**src/rtl/xrs_pkg.sv**
```systemverilog
package xrs_pkg;
  typedef enum logic [1:0] {
    ST_IDLE  = 2'd0,
    ST_FETCH = 2'd1,
    ST_XFER  = 2'd2,
    ST_ABORT = 2'd3
  } xrs_state_e;
endpackage

```
**src/rtl/xrs_delay_tmr.sv**
```systemverilog
module xrs_delay_tmr #(
  parameter int W = 3
) (
  input  logic         clk_i,
  input  logic         rst_ni,
  input  logic         load_i,
  input  logic [W-1:0] load_val_i,
  output logic         zero_o
);
  logic [W-1:0] cnt_q;

  always_ff @(posedge clk_i or negedge rst_ni) begin
    if (!rst_ni)             cnt_q <= '0;
    else if (load_i)         cnt_q <= load_val_i;
    else if (cnt_q != '0)    cnt_q <= cnt_q - W'(1);
  end

  assign zero_o = (cnt_q == '0);
endmodule

```
**src/rtl/xrs_word_ctr.sv**
```systemverilog
module xrs_word_ctr #(
  parameter int WORDS = 256,
  parameter int NEG_W = 3
) (
  input  logic             clk_i,
  input  logic             rst_ni,
  input  logic             clr_i,
  input  logic             inc_i,
  input  logic [NEG_W-1:0] neg_i,
  output logic             last_o,
  output logic             req_ok_o
);
  localparam int WCW = $clog2(WORDS);
  localparam logic [WCW:0]   WORDS_L  = (WCW+1)'(WORDS);
  localparam logic [WCW-1:0] LAST_IDX = WCW'(WORDS - 1);

  logic [WCW-1:0] cnt_q;
  logic [WCW:0]   left_w;

  always_ff @(posedge clk_i or negedge rst_ni) begin
    if (!rst_ni)      cnt_q <= '0;
    else if (clr_i)   cnt_q <= '0;
    else if (inc_i)   cnt_q <= cnt_q + WCW'(1);
  end

  assign left_w   = WORDS_L - {1'b0, cnt_q};
  assign last_o   = (cnt_q == LAST_IDX);
  // request held only while more words remain than the early-release count
  assign req_ok_o = (left_w > (WCW+1)'(neg_i));
endmodule

```
**src/rtl/xrs_sector_ctr.sv**
```systemverilog
module xrs_sector_ctr #(
  parameter int SEC_W = 8
) (
  input  logic             clk_i,
  input  logic             rst_ni,
  input  logic             load_i,
  input  logic [SEC_W-1:0] count_i,
  input  logic             dec_i,
  output logic             last_o
);
  localparam logic [SEC_W:0] FULL = (SEC_W+1)'(2**SEC_W);

  logic [SEC_W:0] left_q;

  always_ff @(posedge clk_i or negedge rst_ni) begin
    if (!rst_ni)     left_q <= '0;
    else if (load_i) left_q <= (count_i == '0) ? FULL : {1'b0, count_i};
    else if (dec_i)  left_q <= left_q - (SEC_W+1)'(1);
  end

  assign last_o = (left_q == (SEC_W+1)'(1));
endmodule

```
**src/rtl/xrs_irq_ctl.sv**
```systemverilog
module xrs_irq_ctl (
  input  logic clk_i,
  input  logic rst_ni,
  input  logic set_i,
  input  logic clr_i,
  input  logic kill_i,
  output logic irq_o
);
  always_ff @(posedge clk_i or negedge rst_ni) begin
    if (!rst_ni)     irq_o <= 1'b0;
    else if (kill_i) irq_o <= 1'b0;
    else if (set_i)  irq_o <= 1'b1;
    else if (clr_i)  irq_o <= 1'b0;
  end
endmodule

```
**src/rtl/xfer_req_seq.sv**
```systemverilog
module xfer_req_seq
  import xrs_pkg::*;
#(
  parameter int WORDS_PER_SEC = 256,
  parameter int SEC_W         = 8,
  parameter int NEG_W         = 3,
  parameter int FETCH_CYC     = 4,
  parameter int ABORT_CYC     = 3,
  parameter bit REQ_ACT_HIGH  = 1'b0
) (
  input  logic             clk_i,
  input  logic             rst_ni,
  input  logic             cmd_start_i,
  input  logic [SEC_W-1:0] cmd_sectors_i,
  input  logic             cmd_dma_i,
  input  logic             host_word_i,
  input  logic             status_rd_i,
  input  logic             soft_rst_i,
  input  logic [NEG_W-1:0] early_neg_i,
  input  logic             media_fail_i,
  output logic             dma_req_o,
  output logic             irq_o,
  output logic             busy_o
);
  localparam int TMR_MAX = (FETCH_CYC > ABORT_CYC) ? FETCH_CYC : ABORT_CYC;
  localparam int TMR_W   = $clog2(TMR_MAX + 1);

  xrs_state_e state_q, state_d;
  logic       dma_q;
  logic       accept, word_acc, fail_ev, sec_done, cmd_done, fetch_end;
  logic       tmr_load, tmr_zero, w_last, w_req_ok, s_last, req_act, irq_set;
  logic [TMR_W-1:0] tmr_val;

  assign accept    = (state_q == ST_IDLE) && cmd_start_i && !soft_rst_i;
  assign fail_ev   = media_fail_i && !soft_rst_i &&
                     ((state_q == ST_FETCH) || (state_q == ST_XFER));
  assign word_acc  = (state_q == ST_XFER) && host_word_i && !soft_rst_i && !media_fail_i;
  assign sec_done  = word_acc && w_last;
  assign cmd_done  = sec_done && s_last;
  assign fetch_end = (state_q == ST_FETCH) && tmr_zero && !soft_rst_i && !media_fail_i;

  always_comb begin
    state_d = state_q;
    unique case (state_q)
      ST_IDLE:  if (accept) state_d = ST_FETCH;
      ST_FETCH: begin
        if (soft_rst_i)        state_d = ST_ABORT;
        else if (media_fail_i) state_d = ST_IDLE;
        else if (tmr_zero)     state_d = ST_XFER;
      end
      ST_XFER: begin
        if (soft_rst_i)        state_d = ST_ABORT;
        else if (media_fail_i) state_d = ST_IDLE;
        else if (cmd_done)     state_d = ST_IDLE;
        else if (sec_done)     state_d = ST_FETCH;
      end
      ST_ABORT: if (tmr_zero) state_d = ST_IDLE;
      default:  state_d = ST_IDLE;
    endcase
  end

  always_comb begin
    tmr_load = 1'b0;
    tmr_val  = TMR_W'(FETCH_CYC - 1);
    if (state_d == ST_FETCH && state_q != ST_FETCH) begin
      tmr_load = 1'b1;
    end else if (state_d == ST_ABORT && state_q != ST_ABORT) begin
      tmr_load = 1'b1;
      tmr_val  = TMR_W'(ABORT_CYC - 1);
    end
  end

  always_ff @(posedge clk_i or negedge rst_ni) begin
    if (!rst_ni) begin
      state_q <= ST_IDLE;
      dma_q   <= 1'b0;
    end else begin
      state_q <= state_d;
      if (accept) dma_q <= cmd_dma_i;
    end
  end

  xrs_delay_tmr #(.W(TMR_W)) i_tmr (
    .clk_i      (clk_i),
    .rst_ni     (rst_ni),
    .load_i     (tmr_load),
    .load_val_i (tmr_val),
    .zero_o     (tmr_zero)
  );

  xrs_word_ctr #(.WORDS(WORDS_PER_SEC), .NEG_W(NEG_W)) i_word_ctr (
    .clk_i    (clk_i),
    .rst_ni   (rst_ni),
    .clr_i    (state_q != ST_XFER),
    .inc_i    (word_acc),
    .neg_i    (early_neg_i),
    .last_o   (w_last),
    .req_ok_o (w_req_ok)
  );

  xrs_sector_ctr #(.SEC_W(SEC_W)) i_sector_ctr (
    .clk_i   (clk_i),
    .rst_ni  (rst_ni),
    .load_i  (accept),
    .count_i (cmd_sectors_i),
    .dec_i   (sec_done),
    .last_o  (s_last)
  );

  // DMA: one interrupt per command; PIO: one per ready sector; failure always
  assign irq_set = fail_ev || (cmd_done && dma_q) || (fetch_end && !dma_q);

  xrs_irq_ctl i_irq_ctl (
    .clk_i  (clk_i),
    .rst_ni (rst_ni),
    .set_i  (irq_set),
    .clr_i  (status_rd_i),
    .kill_i (soft_rst_i),
    .irq_o  (irq_o)
  );

  assign req_act = (state_q == ST_XFER) && dma_q && w_req_ok;

  generate
    if (REQ_ACT_HIGH) begin : g_req_hi
      assign dma_req_o = req_act;
    end else begin : g_req_lo
      assign dma_req_o = ~req_act;
    end
  endgenerate

  assign busy_o = (state_q != ST_IDLE);
endmodule

```
**config.mk**
```make
export PLATFORM = sky130hd
export DESIGN_NAME = xfer_req_seq
export DESIGN_NICKNAME = d
export VERILOG_FILES = /design/src/rtl/xrs_pkg.sv /design/src/rtl/xrs_delay_tmr.sv /design/src/rtl/xrs_word_ctr.sv /design/src/rtl/xrs_sector_ctr.sv /design/src/rtl/xrs_irq_ctl.sv /design/src/rtl/xfer_req_seq.sv
export SDC_FILE = /design/constraint.sdc
export NUM_CORES = 1
export LEC_CHECK = 0
export ABC_AREA = 0
export BUFFER_PORTS_ARGS = -buffer_cell sky130_fd_sc_hd__buf_4
export CAP_MARGIN = 0
export CORE_MARGIN = 2
export CORE_UTILIZATION = 57
export CTS_CLUSTER_SIZE = 10
export DETAILED_ROUTE_END_ITERATION = 16
export PLACE_DENSITY = 0.79
export SETUP_SLACK_MARGIN = 0.1
export SYNTH_ARGS = -nofsm -noshare
export SYNTH_HDL_FRONTEND = slang
export SYNTH_HIERARCHICAL = 1
export SYNTH_SLANG_ARGS = --single-unit
```
**constraint.sdc**
```tcl
create_clock -name clk_i -period 3.05 [get_ports clk_i]
set_input_delay 0.305 -clock clk_i [delete_from_list [all_inputs] [get_ports clk_i]]
set_output_delay 0.305 -clock clk_i [all_outputs]
set_load 0.01 [all_outputs]
```
=== After elaboration in Yosys (flattened, before gate mapping) ===
Index checks and enable logic that the tools add are counted.

* Equal/unequal tests: 10
* Magnitude comparators: 1
* Reduce and logical (&&, ||, !) cells: 33
* Mux-type cells: 24
* Bitwise logic cells: 1
* Add/sub/neg operators: 4

{| class="wikitable"
|+ Operators with widths
! kind !! count
|-
| $mux 9 || 3
|-
| $logic_and 1x1->1 || 18
|-
| $mux 2 || 9
|-
| $mux 8 || 2
|-
| $eq 9x1->1 const B || 1
|-
| $gt 9x3->1 || 1
|-
| $sub 9x1->9 const B || 1
|-
| $sub 9x8->9 const A || 1
|-
| $add 8x1->8 const B || 1
|-
| $eq 8x8->1 const B || 1
|-
| $logic_not 8->1 || 1
|-
| $pmux 2 s4 || 1
|-
| $reduce_bool 2->1 || 4
|-
| $mux 1 || 7
|-
| $eq 2x2->1 const B || 3
|-
| $mux 3 || 2
|-
| $reduce_bool 3->1 || 2
|-
| $eq 2x1->1 const B || 2
|-
| $ne 2x2->1 const B || 2
|-
| $logic_not 1->1 || 3
|-
| $logic_not 3->1 || 1
|-
| $logic_or 1x1->1 || 3
|-
| $sub 3x1->3 const B || 1
|-
| $logic_not 2->1 || 1
|-
| 2 further kinds || 2
|}

* Word-level logic and storage cells: 79
* Output and inout port bits: 3
* Input bits: 19
* Register bits: 24

=== Logic depth before layout (Yosys ltp) ===
* Depth after elaboration: 15
* Depth in mapped cells: 11
* Gate-level depth less buffers: 11

=== Modules after synthesis ===
Netlist, hierarchy kept.

{| class="wikitable"
|+ By module, submodules not included
! module !! instances !! area an instance (um^2) !! cells each !! seq. area each (um^2)
|-
| xrs_sector_ctr || 1 || 546.8 || 62 || 225.2
|-
| xrs_word_ctr || 1 || 530.5 || 57 || 200.2
|-
| xfer_req_seq || 1 || 376.6 || 47 || 75.1
|-
| xrs_delay_tmr || 1 || 201.4 || 21 || 75.1
|-
| xrs_irq_ctl || 1 || 43.8 || 4 || 25.0
|}

=== Least setup slack after synthesis ===
No wires, ideal clock.

* Kind: register to register
* Start point: register i_tmr.cnt_q[0]
* End point: register i_tmr.cnt_q[1]
* Period minus slack after synthesis: 2.363 ns
* Stages on the path, launching flop included: 12
* Setup time: 0.099 ns
* Path buffers: 0
* Data arrival time: 2.263 ns
* Path slack: 0.687 ns
* Data required time: 2.951 ns
* Path through: dfrtp_1 inv_1 ha_1 nand2b_1 inv_1 or3_1 o211ai_1 o211a_1 nor2_1 a211oi_1 inv_1 a311oi_1

* Word-level cells in the longest chain between the ends: 10
* Elaborated cells between the ends (all ways): 17
* Those cells by class: 1 x add/sub; 2 x eq/ne; 9 x mux; 5 x reduce/logical

{| class="wikitable"
|+ Ends and longest elaborated chain
! item !! line !! RTL
|-
| start, declared || xrs_delay_tmr.sv:10 || <nowiki>logic [W-1:0] cnt_q;</nowiki>
|-
| start signal, assigned || xrs_delay_tmr.sv:14 || <nowiki>else if (load_i) cnt_q <= load_val_i;</nowiki>
|-
| start signal, assigned || xrs_delay_tmr.sv:15 || <nowiki>else if (cnt_q != '0) cnt_q <= cnt_q - W'(1);</nowiki>
|-
| $logic_not 3->1 (*) || xrs_delay_tmr.sv:18 || <nowiki>assign zero_o = (cnt_q == '0);</nowiki>
|-
| named net tmr_zero || xfer_req_seq.sv:31 || <nowiki>logic tmr_load, tmr_zero, w_last, w_req_ok, s_last, req_act, irq_set;</nowiki>
|-
| $mux 2 || xfer_req_seq.sv:49 || <nowiki>else if (tmr_zero) state_d = ST_XFER;</nowiki>
|-
| $mux 2 || xfer_req_seq.sv:48 || <nowiki>else if (media_fail_i) state_d = ST_IDLE;</nowiki>
|-
| $mux 2 || xfer_req_seq.sv:47 || <nowiki>if (soft_rst_i) state_d = ST_ABORT;</nowiki>
|-
| $pmux 2 s4 (*) || xfer_req_seq.sv:44 || <nowiki>unique case (state_q)</nowiki>
|-
| named net state_d[1] || xfer_req_seq.sv:28 || <nowiki>xrs_state_e state_q, state_d;</nowiki>
|-
| $eq 2x2->1 || xfer_req_seq.sv:67 || <nowiki>end else if (state_d == ST_ABORT && state_q != ST_ABORT) begin</nowiki>
|-
| $logic_and 1x1->1 || xfer_req_seq.sv:67 ||
|-
| $mux 1 || xfer_req_seq.sv:67 ||
|-
| $mux 1 (*) || xfer_req_seq.sv:65 || <nowiki>if (state_d == ST_FETCH && state_q != ST_FETCH) begin</nowiki>
|-
| named net tmr_load || xfer_req_seq.sv:31 ||
|-
| $mux 3 or $reduce_bool 2->1 (tied branches) || -- ||
|}

Mark *: on every way through the listed nets, which the timed path passes. The rest lies on a longest branch. The select of a mux whose other input is x is not followed.
A chain may end at the register's enable or synchronous reset.

=== Worst setup path after layout ===
* Start point: register i_word_ctr.cnt_q[0]
* End point: output dma_req_o

* Word-level cells in the longest chain between the ends: 4

{| class="wikitable"
|+ Ends and longest elaborated chain
! item !! line !! RTL
|-
| start, declared || xrs_word_ctr.sv:17 || <nowiki>logic [WCW-1:0] cnt_q;</nowiki>
|-
| start signal, assigned || xrs_word_ctr.sv:23 || <nowiki>else if (inc_i) cnt_q <= cnt_q + WCW'(1);</nowiki>
|-
| $sub 9x8->9 || xrs_word_ctr.sv:26 || <nowiki>assign left_w = WORDS_L - {1'b0, cnt_q};</nowiki>
|-
| $gt 9x3->1 || xrs_word_ctr.sv:29 || <nowiki>assign req_ok_o = (left_w > (WCW+1)'(neg_i));</nowiki>
|-
| named net w_req_ok || xfer_req_seq.sv:31 ||
|-
| $logic_and 1x1->1 || xfer_req_seq.sv:122 || <nowiki>assign req_act = (state_q == ST_XFER) && dma_q && w_req_ok;</nowiki>
|-
| $not 1->1 || xfer_req_seq.sv:128 || <nowiki>assign dma_req_o = ~req_act;</nowiki>
|-
| end, declared || xfer_req_seq.sv:21 || <nowiki>output logic dma_req_o,</nowiki>
|}

The timed path passes the listed nets, and every way through them passes these cells.

==> flow_summary.yaml <==
status:
  status: "complete, but fails checks"
  violations: "DRC"
setup_path:
  max_stage_delay_ns: 0.48
  crit_path_top_delay_cell: "dfrtp_1"
  crit_type: "register to primary output"
  worstSetupEndpointType: "primary output"
  cp_common_cell: "ha_1"
  worstPathCellList: "inv_1 > ha_1 > ha_1 > nor2b_1 > o21ai_0 > a32oi_1 > or3_1 > nand3_1 > buf_4"
  cp.arrival_ns: 2.43
  critPathMaxFanout: 6
  reg2reg_depth: 11
  startpoint_type: "register"
  required_ns: 2.74
clock_tree:
  cts-root-buf: "clkbuf_4"
  clockBufferDepth: 2
  cts_made_buffers: 3
  cts.sinks: 24
  clk_pin_slew_ns: 0.12
  htreeDepth: 1
  cts.repair.resized: 0
  cts_tree: "done"
  clk_latency_ns: 0.30
logic_synthesis:
  synth.avg_cell_area_sq_um: 8.90
  synthesis.area_sq_mm: 0.00170
  ys_async_sr_fraction_pct: 100
  yosysTopAreaCell: "dfrtp_1"
  synth_fp_nets: 224
  ys_types: 53
  yosysSeqAreaShare_pct: 35.3
  ys.flop_type: "dfrtp_1"
  yosysWarnings: 6
  yosys-top-cells-area: "dfrtp_1 (35%), ha_1 (10%), inv_1 (4.9%)"
  synthCells: 191
  ys_ff_latch: 24
  synth_top_area_share_pct: 35.3
  synth_edf_count: 0
floorplanning:
  design.core.area_sq_mm: 0.00281
  start_util_pct: 60.6
  rows: 19
  dieArea_sq_mm: 0.00343
  die_h_microns: 58.6
  io_pins: 22
  fp.dieW_microns: 58.6
cells_and_area:
  final_cell_mix: "dfrtp_1 (24), inv_1 (22), buf_4 (22)"
  area_growth_pct: 12.4
  final_common_cell: "dfrtp_1"
  fillers: 241
  fin_nets: 248
  layout-drive-gt1-share_pct: 17.4
  diodes: 0
sta:
  fin_setup_tns_ns: 0
  post-route-period-util_pct: 89.8
  max_freq_mhz: 365
  rsz0062_at_grt: "no"
  setup_viol: 0
  drv_slew: 0
  maxSlewHeadroom_pct: 54.6
  finalHoldViolCount: 0
  fin_skew_ns: 0.00556
  tightest_slew_ns: 0.678
  fin_ws_ns: 0.312
  min_period_ns: 2.74
power:
  p_seq_share_pct: 41.3
  power_leakage_nw: 0.866
  p_int_uw: 747
  switching_share_pct: 41.7
  pwr_density_cell_mw_per_mm2: 670
  clkPwrFrac_pct: 10.4
  power_switching_uw: 534
  max-vdd-ir-drop_uv: 378
  pwr-share-comb_pct: 48.3
global_route:
  grt-ovfl-total: 0
  antenna_found_initial: 0
  grt_usage_pct: 21.8
  grt_max_degree: 25
  grt_first_pass_wirelength_microns: 5830
  grt_pass1_vias: 1370
placed_design:
  port-buffer-count: 21
  routabilityCongestion: 0.828
  hpwlAfterDp_microns: 2580
  pre_cts_ws_ns: 0.388
route:
  wirelength_microns: 3300
  vias: 1429
  vias_per_cell: 5.86
  drtIter0Drc: 58
  firstDrtPassIters: 10
  wl_per_cell_microns: 13.5
  drcViolationCount: 2
  ant_nets: 0
job:
  max-cap-violations: 0
worst_hold_path:
  hold_class: "input port to register"
  worstHoldPathCells: 2
routing by layer:
layer  global-route usage (%)  vias up  wire length [microns]  part of all wire (%)
met5                        0        -                      0                     0
met2                     36.4       35                   1510                    46
met1                     29.1      672                   1610                    49
met3                     3.52        2                    163                   4.9
met4                     7.14        0                     17                  0.52
li1                         -      720                      -                     -
area by class of cell:
type / count / area, sq um / share of cell area (%)
sequential: 24 / 601 / 31.4
timing repair buffer: 23 / 175 / 9.17
multi-input combinational: 139 / 983 / 51.5
clock buffer: 3 / 22.5 / 1.18
tap: 31 / 38.8 / 2.03
inverter: 24 / 90.1 / 4.72
worst paths after layout:
check                               startpoint                     end  slack (ns)
max                        i_word_ctr/cnt_q[0]               dma_req_o        0.31
min                                 soft_rst_i         i_irq_ctl/irq_o        0.20
max reg2reg                     i_tmr/cnt_q[0]          i_tmr/cnt_q[1]        0.35
min reg2reg                    i_irq_ctl/irq_o         i_irq_ctl/irq_o        0.57
max in group asynchronous               rst_ni  i_sector_ctr/left_q[2]        2.39
min in group asynchronous               rst_ni         i_irq_ctl/irq_o        0.42
through the flow:
stage	power (mW)	instance area [sq um]	hold slack, ns	instances	utilization (%)
2_1_floorplan	0.985	1700	0.00941	191	-
3_3_place_gp	1.11	1880	0.222	240	66.9
3_5_place_dp	1.15	1880	0.225	240	66.9
4_1_cts	1.29	1910	0.179	244	68.1
5_1_grt	1.41	1910	0.186	244	68.1
6_report	1.28	1910	0.198	244	68.1
Yosys cell counts (all sizes together), types with 2 or more instances:
cell	instances
dfrtp	24
inv	24
nor2	15
ha	14
nand2	13
o21ai	9
nand3	7
a21oi	6
or3	6
xnor2	6
a31oi	5
nand4	5
nor3	5
nor4b	5
nor2b	4
buf	3
nand3b	3
or4	3
xor2	3
a211oi	2
conb	2
mux2i	2
nand2b	2
nor4	2
o211ai	2
o311ai	2
repair_timing:
| action | CTS | global route |
|---|---|---|
| setup buffers | 0 | 0 |
| endpoints found under the setup margin | 0 | 0 |
| endpoints found under the hold margin | 24 | 0 |
| hold buffers | 1 | 0 |
cell families after synthesis:
| logic type | share of synthesized area, % |
|---|---|
| xor gates and xnor gates | 4.64 |
| and+or+nand+nor | 27.8 |
| muxes | 1.84 |
| AOI/OAI and AO/OA | 12.9 |
| buffers and inverters | 6.77 |
| adders and majority gates | 10.3 |
| DFF | 35.3 |
| other | 0.442 |
power by group through the flow:
stage	Sequential [mW]	Clock [mW]	Combinational [mW]
after floorplan	0.506	0	0.479
after global placement	0.523	0	0.591
after detailed placement	0.533	0	0.614
after CTS	0.527	0.141	0.618
after global routing	0.548	0.152	0.711
final	0.529	0.133	0.619
worst max-delay path, delay by kind of cell (launching register included):
family | cells | cell delay [ns]
AO/OA/AOI/OAI | 2 | 0.22
adder cells (fa/ha/maj) | 2 | 0.61
buffers and inverters | 2 | 0.21
flip-flops | 1 | 0.48
AND/OR/NAND/NOR | 3 | 0.61
sequential cells by signal (all words and copies together), names as in the netlist:
name                 flops
i_sector_ctr/left_q      9
i_tmr/cnt_q              3
i_word_ctr/cnt_q         8
dma_q                    1
i_irq_ctl/irq_o          1
state_q                  2
Power figures use the tool's default switching activity.
